===== config.mk =====
export PLATFORM = sky130hd
export DESIGN_NAME = branch_policy_scorer
export DESIGN_NICKNAME = d
export VERILOG_FILES = /design/src/rtl/bps_pkg.sv /design/src/rtl/bps_classify.sv /design/src/rtl/bps_score.sv /design/src/rtl/bps_sat_counter.sv /design/src/rtl/branch_policy_scorer.sv
export SDC_FILE = /design/constraint.sdc
export NUM_CORES = 1
export LEC_CHECK = 0
export BUFFER_PORTS_ARGS = -buffer_cell sky130_fd_sc_hd__buf_2
export CORE_MARGIN = 8
export CORE_UTILIZATION = 50
export DETAILED_ROUTE_END_ITERATION = 16
export PLACE_DENSITY_LB_ADDON = 0.08
export SYNTH_ARGS = -nofsm -noshare
export SYNTH_HDL_FRONTEND = slang
export SYNTH_SLANG_ARGS = --single-unit

===== constraint.sdc =====
create_clock -name clk -period 4.3 [get_ports clk]
set_input_delay 1.075 -clock clk [delete_from_list [all_inputs] [get_ports clk]]
set_output_delay 1.075 -clock clk [all_outputs]
set_load 0.1 [all_outputs]

===== src/rtl/bps_pkg.sv =====
// Package: shared constants for the branch policy scorer.
// Assumes one retirement per cycle at most.
package bps_pkg;
    // Index of each count inside the counter bank
    localparam int IDX_INSN      = 0;
    localparam int IDX_BRANCH    = 1;
    localparam int IDX_TAKEN     = 2;
    localparam int IDX_NOT_TAKEN = 3;
    localparam int IDX_OK_TAKEN  = 4;
    localparam int IDX_OK_NT     = 5;
    localparam int IDX_OK_BTFN   = 6;
    localparam int NUM_COUNTS    = 7;

    // Per-retirement classification result
    typedef struct packed {
        logic is_branch;
        logic taken;
        logic backward;
    } bps_class_t;
endpackage


===== src/rtl/bps_classify.sv =====
// Module: bps_classify
// Purely combinational. Decides whether a retirement is a conditional
// branch, whether it was taken (next address differs from pc + INSN_BYTES)
// and whether it points backward (target <= pc).
// Assumes addresses wrap modulo 2^ADDR_W.
module bps_classify
    import bps_pkg::*;
#(
    parameter int ADDR_W     = 32,
    parameter int INSN_BYTES = 8
) (
    input  logic              is_ctrl,
    input  logic              is_cond,
    input  logic [ADDR_W-1:0] pc,
    input  logic [ADDR_W-1:0] next_pc,
    input  logic [ADDR_W-1:0] target,
    output bps_class_t        cls
);
    localparam logic [ADDR_W-1:0] STEP = ADDR_W'(INSN_BYTES);

    logic [ADDR_W-1:0] fall_through;

    // Sequential successor address, wrapping at the top of the space
    always_comb fall_through = pc + STEP;

    // Classification of the retiring instruction
    always_comb begin
        cls.is_branch = is_ctrl & is_cond;
        cls.taken     = (next_pc != fall_through);
        cls.backward  = (target <= pc);
    end
endmodule


===== src/rtl/bps_score.sv =====
// Module: bps_score
// Turns one classification into the increment request for each count.
// Assumes the valid qualifier covers the whole retirement.
module bps_score
    import bps_pkg::*;
(
    input  logic                  valid,
    input  bps_class_t            cls,
    output logic [NUM_COUNTS-1:0] inc
);
    logic br;

    // Qualified branch strobe
    always_comb br = valid & cls.is_branch;

    // Increment request per count
    always_comb begin
        inc                = '0;
        inc[IDX_INSN]      = valid;
        inc[IDX_BRANCH]    = br;
        inc[IDX_TAKEN]     = br &  cls.taken;
        inc[IDX_NOT_TAKEN] = br & ~cls.taken;
        inc[IDX_OK_TAKEN]  = br &  cls.taken;
        inc[IDX_OK_NT]     = br & ~cls.taken;
        inc[IDX_OK_BTFN]   = br & ~(cls.taken ^ cls.backward);
    end
endmodule


===== src/rtl/bps_sat_counter.sv =====
// Module: bps_sat_counter
// Up-counter that holds at its maximum value and clears on synchronous
// active-low reset. Assumes increments of one per cycle at most.
module bps_sat_counter #(
    parameter int WIDTH = 32
) (
    input  logic             clk,
    input  logic             rst_n,
    input  logic             inc,
    output logic [WIDTH-1:0] value
);
    localparam logic [WIDTH-1:0] TOP = {WIDTH{1'b1}};

    // Count up unless already saturated
    always_ff @(posedge clk) begin
        if (!rst_n)
            value <= '0;
        else if (inc && value != TOP)
            value <= value + 1'b1;
    end
endmodule


===== src/rtl/branch_policy_scorer.sv =====
// Module: branch_policy_scorer (top)
// Scores always-not-taken, always-taken and backward-taken/forward-not-taken
// static policies on the retired instruction stream. Counts saturate.
// Assumes at most one retirement per cycle, presented with ret_valid.
module branch_policy_scorer
    import bps_pkg::*;
#(
    parameter int ADDR_W     = 32,
    parameter int COUNT_W    = 32,
    parameter int INSN_BYTES = 8
) (
    input  logic               clk,
    input  logic               rst_n,
    input  logic               ret_valid,
    input  logic [ADDR_W-1:0]  ret_pc,
    input  logic [ADDR_W-1:0]  ret_next_pc,
    input  logic [ADDR_W-1:0]  ret_target,
    input  logic               ret_is_ctrl,
    input  logic               ret_is_cond,
    output logic [COUNT_W-1:0] cnt_insn,
    output logic [COUNT_W-1:0] cnt_branch,
    output logic [COUNT_W-1:0] cnt_taken,
    output logic [COUNT_W-1:0] cnt_not_taken,
    output logic [COUNT_W-1:0] cnt_ok_taken,
    output logic [COUNT_W-1:0] cnt_ok_not_taken,
    output logic [COUNT_W-1:0] cnt_ok_btfn
);
    bps_class_t            cls;
    logic [NUM_COUNTS-1:0] inc;
    logic [COUNT_W-1:0]    bank [NUM_COUNTS];

    bps_classify #(
        .ADDR_W    (ADDR_W),
        .INSN_BYTES(INSN_BYTES)
    ) u_classify (
        .is_ctrl(ret_is_ctrl),
        .is_cond(ret_is_cond),
        .pc     (ret_pc),
        .next_pc(ret_next_pc),
        .target (ret_target),
        .cls    (cls)
    );

    bps_score u_score (
        .valid(ret_valid),
        .cls  (cls),
        .inc  (inc)
    );

    for (genvar g = 0; g < NUM_COUNTS; g++) begin : g_cnt
        bps_sat_counter #(.WIDTH(COUNT_W)) u_cnt (
            .clk  (clk),
            .rst_n(rst_n),
            .inc  (inc[g]),
            .value(bank[g])
        );
    end

    // Map the counter bank to named outputs
    always_comb begin
        cnt_insn         = bank[IDX_INSN];
        cnt_branch       = bank[IDX_BRANCH];
        cnt_taken        = bank[IDX_TAKEN];
        cnt_not_taken    = bank[IDX_NOT_TAKEN];
        cnt_ok_taken     = bank[IDX_OK_TAKEN];
        cnt_ok_not_taken = bank[IDX_OK_NT];
        cnt_ok_btfn      = bank[IDX_OK_BTFN];
    end
endmodule


==> results of run 1 <==
routing by layer:
layer / vias up / track usage, %
li1: 6124 / -
met1: 5612 / 29.4
met2: 368 / 37.9
met3: 59 / 5.81
met4: 0 / 6.68
met5: - / 0
cells in the final DEF, fill, tap and decap left out, types with 4 or more instances in the layout:
cell type | Yosys | routed
a21oi_1 | 67 | 67
xnor2_1 | 102 | 102
o211ai_1 | 6 | 6
ha_1 | 40 | 40
buf_4 | 3 | 35
nor3b_1 | 4 | 4
o21ai_0 | 49 | 49
nand2b_1 | 32 | 32
o31ai_1 | 12 | 12
buf_2 | 11 | 324
clkbuf_1 | 48 | 8
inv_1 | 56 | 56
nor4b_1 | 5 | 5
nor2_1 | 162 | 162
nor4_1 | 24 | 24
nor3_1 | 48 | 48
clkbuf_8 | 0 | 5
o21a_1 | 5 | 5
and2_1 | 20 | 20
and3_1 | 50 | 50
nor4_2 | 7 | 7
a21o_1 | 18 | 18
or4_1 | 12 | 12
clkbuf_16 | 0 | 26
nand4_1 | 67 | 67
nor2b_1 | 4 | 4
mux2i_1 | 28 | 28
dfxtp_1 | 224 | 224
xor2_1 | 69 | 69
nand2_1 | 136 | 136
nand3_1 | 86 | 86
nor3_2 | 5 | 5
or3_1 | 48 | 48
and4_1 | 33 | 33
power breakdown:
part           internal [uW]  total (uW)  switching (uW)
combinational            143         375             232
sequential              2080        2090            6.20
clock                   1320        2190             870
total                   3540        4650            1110
area by class of cell:
type                            count  area [sq um]
Fill cell                        2280          9410
Inverter                           57           219
Clock inverter                      6          97.6
Timing Repair Buffer              362          1940
Clock buffer                       39           749
Multi-Input combinational cell   1197          7650
Sequential cell                   224          4480
Tap cell                          330           413
per-stage QoR:
stage | hold WS, ns | total power (uW) | std cells | util (%)
2_1_floorplan | 0.898 | 2370 | 1542 | -
3_3_place_gp | 0.463 | 2500 | 2170 | 58.9
3_5_place_dp | 0.478 | 2510 | 2170 | 58.9
4_1_cts | 0.486 | 4700 | 2215 | 62.3
5_1_grt | 0.518 | 4830 | 2215 | 62.3
6_report | 0.483 | 4650 | 2215 | 62.3
tightest hold or removal path, delay by kind of cell (launching register included):
family	cells	cell delay (ns)
muxes	1	0.05
and+or+nand+nor	1	0.06
DFF	1	0.33
kinds of logic after synthesis:
logic type,count (synthesis)
simple gates,765
flops,224
compound gates,192
xor+xnor,171
buf+inv,121
fa+ha+maj,40
mux,29
worst paths after layout:
| kind | endpoint | slack (ns) | cells after the start |
|---|---|---|---|
| max | g_cnt[6].u_cnt.value[5] | 0.50 | 13 |
| min reg2reg | g_cnt[6].u_cnt.value[31] | 0.48 | 2 |
| max reg2reg | g_cnt[2].u_cnt.value[15] | 0.93 | 13 |
| min | g_cnt[6].u_cnt.value[31] | 0.48 | 2 |
==> impl_metrics.env, run 1 <==
export IMPL_num_antenna_cells=0
export IMPL_critical_path_top_delay_family="simple AND/OR/NAND/NOR gates"
export IMPL_rr_startpoint="g_cnt[2].u_cnt.value[3]"
export IMPL_cap_violations=0
export IMPL_area_growth_pct=23.4
export IMPL_wl_met1_um=16400
export IMPL_fmax_mhz=263
export IMPL_synth_mux_area_share_pct=2.31
export IMPL_synth_simple_gate_area_share_pct=33.0
export IMPL_ant_nets=0
export IMPL_startpoint="ret_pc[3]"
export IMPL_end_kind="flip-flop"
export IMPL_yosys_warnings=0
export IMPL_routed_wl_um=36600
export IMPL_cts_root_buf="clkbuf_16"
export IMPL_wl_met2_um=16500
export IMPL_yosys_area_top_type="dfxtp_1"
export IMPL_synthAdderAreaFrac_pct=3.97
export IMPL_skew_ns=0.0150
export IMPL_clkTransAtPathRegs_ns=0.06
export IMPL_synth_xor_xnor_area_share_pct=11.9
export IMPL_setup_tns_final_ns=0
export IMPL_die_w_um=175
export IMPL_h_tree_depth=1
export IMPL_drive_above_1_share_pct=23.1
export IMPL_dp_slack_ns=-0.0283
export IMPL_worst_path_buf_inv=2
export IMPL_via_count=12163
export IMPL_io_buffers=324
export IMPL_drc=0
export IMPL_insertion_delay_ns=0.53
export IMPL_min_from="g_cnt[6].u_cnt.value[31]"
export IMPL_synthTopCellsByArea="dfxtp_1 36%, xnor2_1 7.1%, nor2_1 4.8%, xor2_1 4.8%, nand2_1 4.0%"
export IMPL_cts_tree="done"
export IMPL_synth_main_ff_cell="dfxtp_1"
export IMPL_grt_pass1_wl_um=59900
export IMPL_grtUsageTotal_pct=23.0
export IMPL_grt_max_degree=95
export IMPL_yosysSeqAreaShare_pct=35.6
export IMPL_cpPeakStageDelay_ns=0.60
export IMPL_synth_edf_count=0
export IMPL_crit_type="in -> reg"
export IMPL_synth_nets=1683
export IMPL_slew_violations=0
export IMPL_grt_antenna_before_repair=0
export IMPL_p_leak_uw=0.00666
export IMPL_gp_congestion=0.876
export IMPL_synth_top_cell_area_share_pct=35.6
export IMPL_fin_ws_ns=0.502
export IMPL_post_route_min_period_ns=3.80
export IMPL_synth_cells=1542
export IMPL_cp_arrival_ns=4.17
export IMPL_die_area_sq_um=30600
export IMPL_top_layer="met4"
export IMPL_fin_crit_sh_pct=88.3
export IMPL_synth_top_family_by_area="simple AND/OR/NAND/NOR gates"
export IMPL_crit_path_max_fanout=9
export IMPL_nets=2009
export IMPL_cts_setup_buffers=0
export IMPL_placed_area_sq_um=14700
export IMPL_syn_area_per_cell_sq_um=8.18
export IMPL_hp_class="reg -> reg"
export IMPL_drtIter0Drc=738
export IMPL_cts_resized=0
export IMPL_largest_register_ffs=224
export IMPL_synth_most_common_cell="dfxtp_1"
export IMPL_synth_distinct_cells=73
export IMPL_start_util_pct=50.5
export IMPL_fin_area_sq_um=15600
export IMPL_largestRegisters="g_cnt.u_cnt.value x224"
export IMPL_regMostFlops="g_cnt.u_cnt.value"
export IMPL_finalHoldViolCount=0
export IMPL_wl_met3_um=2850
export IMPL_core_area_sq_um=25000
export IMPL_first_pass_iters=5
export IMPL_rows=58
export IMPL_setup_viol=0
export IMPL_cp_cell_sequence="buf_2 > ha_1 > nand3_1 > nor3_2 > nand4_1 > xnor2_1 > nand4_1 > or4_4 > o21ba_1 > buf_4 > nor4b_1 > xnor2_1 > nor2_1"
export IMPL_vias_per_cell=5.49
export IMPL_async_flop_share_pct=0
export IMPL_hpwl_um=28000
export IMPL_powerDensity_nw_per_um2=299
export IMPL_start_kind="input port"
export IMPL_max_slew_margin_pct=47.0
export IMPL_crit_required_ns=4.67
export IMPL_holdBufCountCts=0
export IMPL_wl_per_cell_um=16.5
export IMPL_pin_count=325
export IMPL_overflow=0
export IMPL_ir_worst_vdd_mv=0.265
export IMPL_cts_sinks=224
export IMPL_synth_compound_area_share_pct=9.43
export IMPL_ys_ff_latch=224
export IMPL_cts_max_path_buffers=3
export IMPL_first_global_vias=11929
export IMPL_worst_pin_slew_ns=0.790
export IMPL_fp_dieH_um=175
export IMPL_cts_inserted_buffers=26
export IMPL_netlist_area_sq_um=12600
export IMPL_critPathSlowestCell="or4_4"
export IMPL_rsz0062_at_grt="no"
export IMPL_yosys_top_cells_count="224 x dfxtp_1, 162 x nor2_1, 136 x nand2_1"
export IMPL_outcome="finished clean"
Note: power is estimated with default switching activity, not from simulation.
==> inputs of run 2 (changes only) <==
- CORE_UTILIZATION: 50 -> 40
==> run 2 against run 1 <==
Effect of this change:
- final area grew 1.2%
- setup slack gained 0.049 ns
- non-clock buffer count grew 5
- sequential share of layout area shrank 0.35 points
- count of clock-buffer cells in the layout grew 3
- combinational power grew 3%
- critical path type unchanged
- highest routed layer is now met5
==> impl_metrics.env, run 2 (synthesis gave the netlist of run 1 again) <==
export IMPL_setup_tns_final_ns=0
export IMPL_layout_commonest_cell="buf_2"
export IMPL_grtUsageTotal_pct=19.4
export IMPL_cts_tree="done"
export IMPL_setup_viol=0
export IMPL_cp_arrival_ns=4.20
export IMPL_final_cell_mix="324 x buf_2, 224 x dfxtp_1, 162 x nor2_1"
export IMPL_nets=2014
export IMPL_cp_common_cell="nand4_1"
export IMPL_rows=65
export IMPL_overflow=0
export IMPL_wl_per_cell_um=16.9
export IMPL_fin_crit_sh_pct=87.2
export IMPL_p_clk_share_pct=47.5
export IMPL_rsz0062_at_grt="no"
export IMPL_crit_path_max_fanout=14
export IMPL_routed_wl_um=38700
export IMPL_cts_resized=0
export IMPL_cp_cell_sequence="buf_2 > ha_1 > nand3_1 > nor3_2 > nand4_1 > xnor2_1 > nand4_1 > or4_4 > nor4_4 > nand2_2 > or4_1 > a21oi_1"
export IMPL_pwr_share_seq_pct=44.3
export IMPL_outcome="finished clean"
export IMPL_fmax_mhz=267
export IMPL_regMostFlops="g_cnt.u_cnt.value"
export IMPL_drtIter0Drc=478
export IMPL_ir_worst_vdd_mv=0.285
export IMPL_drc=0
export IMPL_fp_dieH_um=194
export IMPL_ant_nets=0
export IMPL_die_w_um=194
export IMPL_cts_root_buf="clkbuf_16"
export IMPL_pin_count=325
export IMPL_crit_type="in -> reg"
export IMPL_start_kind="input port"
export IMPL_max_slew_margin_pct=30.8
export IMPL_core_area_sq_um=31300
export IMPL_grt_pass1_wl_um=61400
export IMPL_cap_violations=0
export IMPL_skew_ns=0.0248
export IMPL_critPathSlowestCell="or4_4"
export IMPL_h_tree_depth=1
export IMPL_largest_register_ffs=224
export IMPL_p_switching_uw=1140
export IMPL_area_growth_pct=24.9
export IMPL_switching_share_pct=24.1
export IMPL_first_global_vias=11417
export IMPL_p_leak_uw=0.00672
export IMPL_fill_cells=3120
export IMPL_post_route_min_period_ns=3.75
export IMPL_end_kind="flip-flop"
export IMPL_cts_setup_buffers=0
export IMPL_start_util_pct=40.3
export IMPL_powerDensity_nw_per_um2=299
export IMPL_gp_congestion=0.877
export IMPL_clkTransAtPathRegs_ns=0.06
export IMPL_grt_antenna_before_repair=1
export IMPL_hpwl_um=29700
export IMPL_cts_sinks=224
export IMPL_first_pass_iters=5
export IMPL_holdBufCountCts=0
export IMPL_power_internal_uw=3570
export IMPL_via_count=12159
export IMPL_hp_class="reg -> reg"
export IMPL_grt_max_degree=78
export IMPL_io_buffers=324
export IMPL_largestRegisters="g_cnt.u_cnt.value x224"
export IMPL_crit_required_ns=4.75
export IMPL_slew_violations=0
export IMPL_worst_pin_slew_ns=1.04
export IMPL_cts_max_path_buffers=3
export IMPL_dp_slack_ns=0.0313
export IMPL_die_area_sq_um=37500
export IMPL_cpPeakStageDelay_ns=0.62
export IMPL_num_antenna_cells=0
export IMPL_vias_per_cell=5.30
export IMPL_finalHoldViolCount=0
export IMPL_fin_ws_ns=0.551
export IMPL_drive_above_1_share_pct=23.5
export IMPL_insertion_delay_ns=0.54
export IMPL_p_comb_share_pct=8.2
export IMPL_cts_inserted_buffers=26
## run 2: cell types whose count changed in the layout (fill, tap and decap cells not counted), sizes merged
cell      change
buf           +5
bufinv        -1
clkbuf        +3
clkinv        +2
clkinvlp      -1
inv           -1
## run 2: through the flow
stage | instances | utilization (%) | area [sq um] | total power [uW] | hold WS, ns
2_1_floorplan | 1542 | - | 12600 | 2370 | 0.898
3_3_place_gp | 2247 | 47.5 | 14900 | 2520 | 0.466
3_5_place_dp | 2247 | 47.5 | 14900 | 2520 | 0.479
4_1_cts | 2294 | 50.3 | 15700 | 4780 | 0.488
5_1_grt | 2294 | 50.3 | 15700 | 4890 | 0.510
6_report | 2294 | 50.3 | 15700 | 4710 | 0.484
## run 2: final timing paths
| kind | end | cells after the start | slack [ns] | start |
|---|---|---|---|---|
| worst max-delay path | g_cnt[5].u_cnt.value[18] | 12 | 0.55 | ret_pc[3] |
| worst min register to register | g_cnt[5].u_cnt.value[1] | 2 | 0.48 | g_cnt[5].u_cnt.value[1] |
| worst min-delay path | g_cnt[5].u_cnt.value[1] | 2 | 0.48 | g_cnt[5].u_cnt.value[1] |
| worst max register to register | g_cnt[3].u_cnt.value[9] | 10 | 0.83 | g_cnt[3].u_cnt.value[3] |
## run 2: cell type report
class                   instances  area (sq um)  share of cell area (%)
flip-flops and latches        224          4480                    28.5
multi-input cells            1197          7650                    48.6
clock buffers                  42           811                    5.15
clock inverters                 5          61.3                   0.389
well taps                     402           503                    3.19
inverters                      57           219                    1.39
repair buffers                367          2020                    12.8
## run 2: worst max-delay path: cells and delay by family
family | cells | cell delay, ns
XOR/XNOR | 1 | 0.21
adder cells (fa/ha/maj) | 1 | 0.17
buffers and inverters | 1 | 0.10
AO/OA/AOI/OAI | 1 | 0.15
AND/OR/NAND/NOR | 8 | 2.48
## run 2: power groups by stage
stage	Clock [uW]	Sequential (uW)	Combinational (uW)
final	2240	2090	386
after global routing	2380	2090	423
after CTS	2310	2090	389
after detailed placement	0	2130	387
after global placement	0	2130	384
after floorplan	0	2160	207
## run 2: metal layers
| metal | vias up | routed length (um) | GRT usage, % |
|---|---|---|---|
| li1 | 6144 | - | - |
| met1 | 5662 | 17700 | 24.7 |
| met2 | 309 | 17200 | 31.8 |
| met3 | 42 | 3100 | 6.06 |
| met5 | - | 8 | 0 |
| met4 | 2 | 737 | 4.48 |
==> inputs of run 3 (changes only) <==
- CORE_UTILIZATION: 40 -> 54
==> run 3 against run 2 <==
Effect of this change:
- clock power up 6%
- clock skew down 0.00092 ns
- critical path depth up 1
- sequential power about the same
- non-clock buffer count down 4
- flip-flop and latch count unchanged
- total power up 2.7%
- register-to-register slack better by 0.14 ns
- die area down 24%
- global-route usage up 5.6 points
- largest power group unchanged
==> impl_metrics.env, run 3 (synthesis gave the netlist of run 1 again) <==
export IMPL_cts_setup_buffers=0
export IMPL_crit_type="in -> reg"
export IMPL_cts_root_buf="clkbuf_16"
export IMPL_routed_wl_um=36800
export IMPL_rsz0062_at_grt="no"
export IMPL_met3_usage_pct=5.12
export IMPL_cpPeakStageDelay_ns=0.54
export IMPL_drc=0
export IMPL_max_slew_margin_pct=33.1
export IMPL_via_count=12372
export IMPL_cp_common_cell="buf_4"
export IMPL_power_internal_uw=3720
export IMPL_drive_above_1_share_pct=23.5
export IMPL_p_switching_uw=1110
export IMPL_h_tree_depth=1
export IMPL_num_antenna_cells=0
export IMPL_grt_busiest_layer="met2"
export IMPL_crit_required_ns=4.74
export IMPL_fin_area_sq_um=15600
export IMPL_final_cell_mix="324 x buf_2, 224 x dfxtp_1, 162 x nor2_1"
export IMPL_grt_max_degree=103
export IMPL_use_met1_pct=31.0
export IMPL_holdBufCountCts=0
export IMPL_whs_ns=0.478
export IMPL_cp_cell_sequence="buf_2 > nand4_4 > nor4_1 > buf_4 > nand3b_1 > o21bai_1 > buf_4 > nand4_1 > or4_1 > nor3_1 > nand2_1 > or3_1 > a21oi_1"
export IMPL_ir_worst_vdd_mv=0.264
export IMPL_fin_crit_sh_pct=89.5
export IMPL_cap_violations=0
export IMPL_crit_path_max_fanout=9
export IMPL_placed_area_sq_um=14700
export IMPL_hp_class="reg -> reg"
export IMPL_grt_pass1_wl_um=59600
export IMPL_finalHoldViolCount=0
export IMPL_slew_violations=0
export IMPL_nets=2010
export IMPL_core_area_sq_um=23200
export IMPL_ant_nets=0
export IMPL_cts_resized=0
export IMPL_overflow=0
export IMPL_area_growth_pct=23.9
export IMPL_layout_commonest_cell="buf_2"
export IMPL_fmax_mhz=260
export IMPL_pwr_share_seq_pct=43.1
export IMPL_setup_viol=0
export IMPL_vias_per_cell=5.60
export IMPL_fp_dieH_um=169
export IMPL_end_kind="flip-flop"
export IMPL_start_kind="input port"
export IMPL_skew_ns=0.0239
export IMPL_rows=56
export IMPL_p_leak_uw=0.00671
export IMPL_first_global_vias=11986
export IMPL_gp_congestion=0.873
export IMPL_largest_register_ffs=224
export IMPL_largestRegisters="g_cnt.u_cnt.value x224"
export IMPL_hpwl_um=27800
export IMPL_die_area_sq_um=28500
export IMPL_power_uw=4830
export IMPL_outcome="finished clean"
export IMPL_switching_share_pct=23.0
export IMPL_grt_antenna_before_repair=0
export IMPL_worst_pin_slew_ns=1.00
export IMPL_cp_arrival_ns=4.29
export IMPL_cts_sinks=224
export IMPL_wl_per_cell_um=16.7
export IMPL_cts_max_path_buffers=3
export IMPL_clkTransAtPathRegs_ns=0.06
export IMPL_cts_inserted_buffers=26
export IMPL_io_buffers=324
export IMPL_cts_tree="done"
export IMPL_first_pass_iters=5
export IMPL_p_comb_share_pct=7.8
export IMPL_powerDensity_nw_per_um2=310
export IMPL_regMostFlops="g_cnt.u_cnt.value"
export IMPL_pin_count=325
export IMPL_die_w_um=169
export IMPL_grtUsageTotal_pct=25.0
export IMPL_insertion_delay_ns=0.53
export IMPL_start_util_pct=54.4
export IMPL_drtIter0Drc=923
export IMPL_post_route_min_period_ns=3.85
export IMPL_grt_use_met2_pct=42.0
export IMPL_p_clk_share_pct=49.0
export IMPL_critPathSlowestCell="or4_1"
-- run 3: layer usage --
metal	up-vias	routed length, um
met5	-	0
met1	5735	15900
li1	6125	-
met2	442	16900
met4	0	1150
met3	70	2870
-- run 3: power groups by stage --
stage	Clock (uW)	Combinational, uW	Sequential (uW)
after floorplan	0	207	2160
after global placement	0	366	2130
after detailed placement	0	375	2130
after CTS	2410	377	2090
after global routing	2510	415	2090
final	2370	378	2090
-- run 3: cell type report --
| cell class | instances | area (sq um) |
|---|---|---|
| multi-input cells | 1197 | 7650 |
| fillers | 1972 | 7570 |
| flip-flops and latches | 224 | 4480 |
| repair buffers | 363 | 1930 |
| clock buffers | 38 | 787 |
| well taps | 319 | 399 |
| inverters | 57 | 219 |
| clock inverters | 10 | 150 |
-- run 3: critical path: cells and delay by family --
family / cells / cell delay (ns)
AND/OR/NAND/NOR: 8 / 2.38
buffers and inverters: 3 / 0.51
AO/OA/AOI/OAI: 2 / 0.31
-- run 3: final timing paths --
kind	start	endpoint	slack [ns]	cells after the start
setup / recovery	ret_pc[8]	g_cnt[3].u_cnt.value[10]	0.45	13
setup reg to reg	g_cnt[5].u_cnt.value[3]	g_cnt[5].u_cnt.value[29]	0.97	11
hold / removal	g_cnt[6].u_cnt.value[31]	g_cnt[6].u_cnt.value[31]	0.48	2
hold reg to reg	g_cnt[6].u_cnt.value[31]	g_cnt[6].u_cnt.value[31]	0.48	2
-- run 3: through the flow --
| stage | TNS (ns) | std cells | utilization (%) | worst slack [ns] |
|---|---|---|---|---|
| floorplan | 0 | 1542 | - | 0.442 |
| global placement | 0 | 2160 | 63.3 | 0.0806 |
| detailed placement | -0.0558 | 2160 | 63.3 | -0.0329 |
| CTS | 0 | 2208 | 67.3 | 0.500 |
| global route | 0 | 2208 | 67.3 | 0.167 |
| finish | 0 | 2208 | 67.3 | 0.451 |
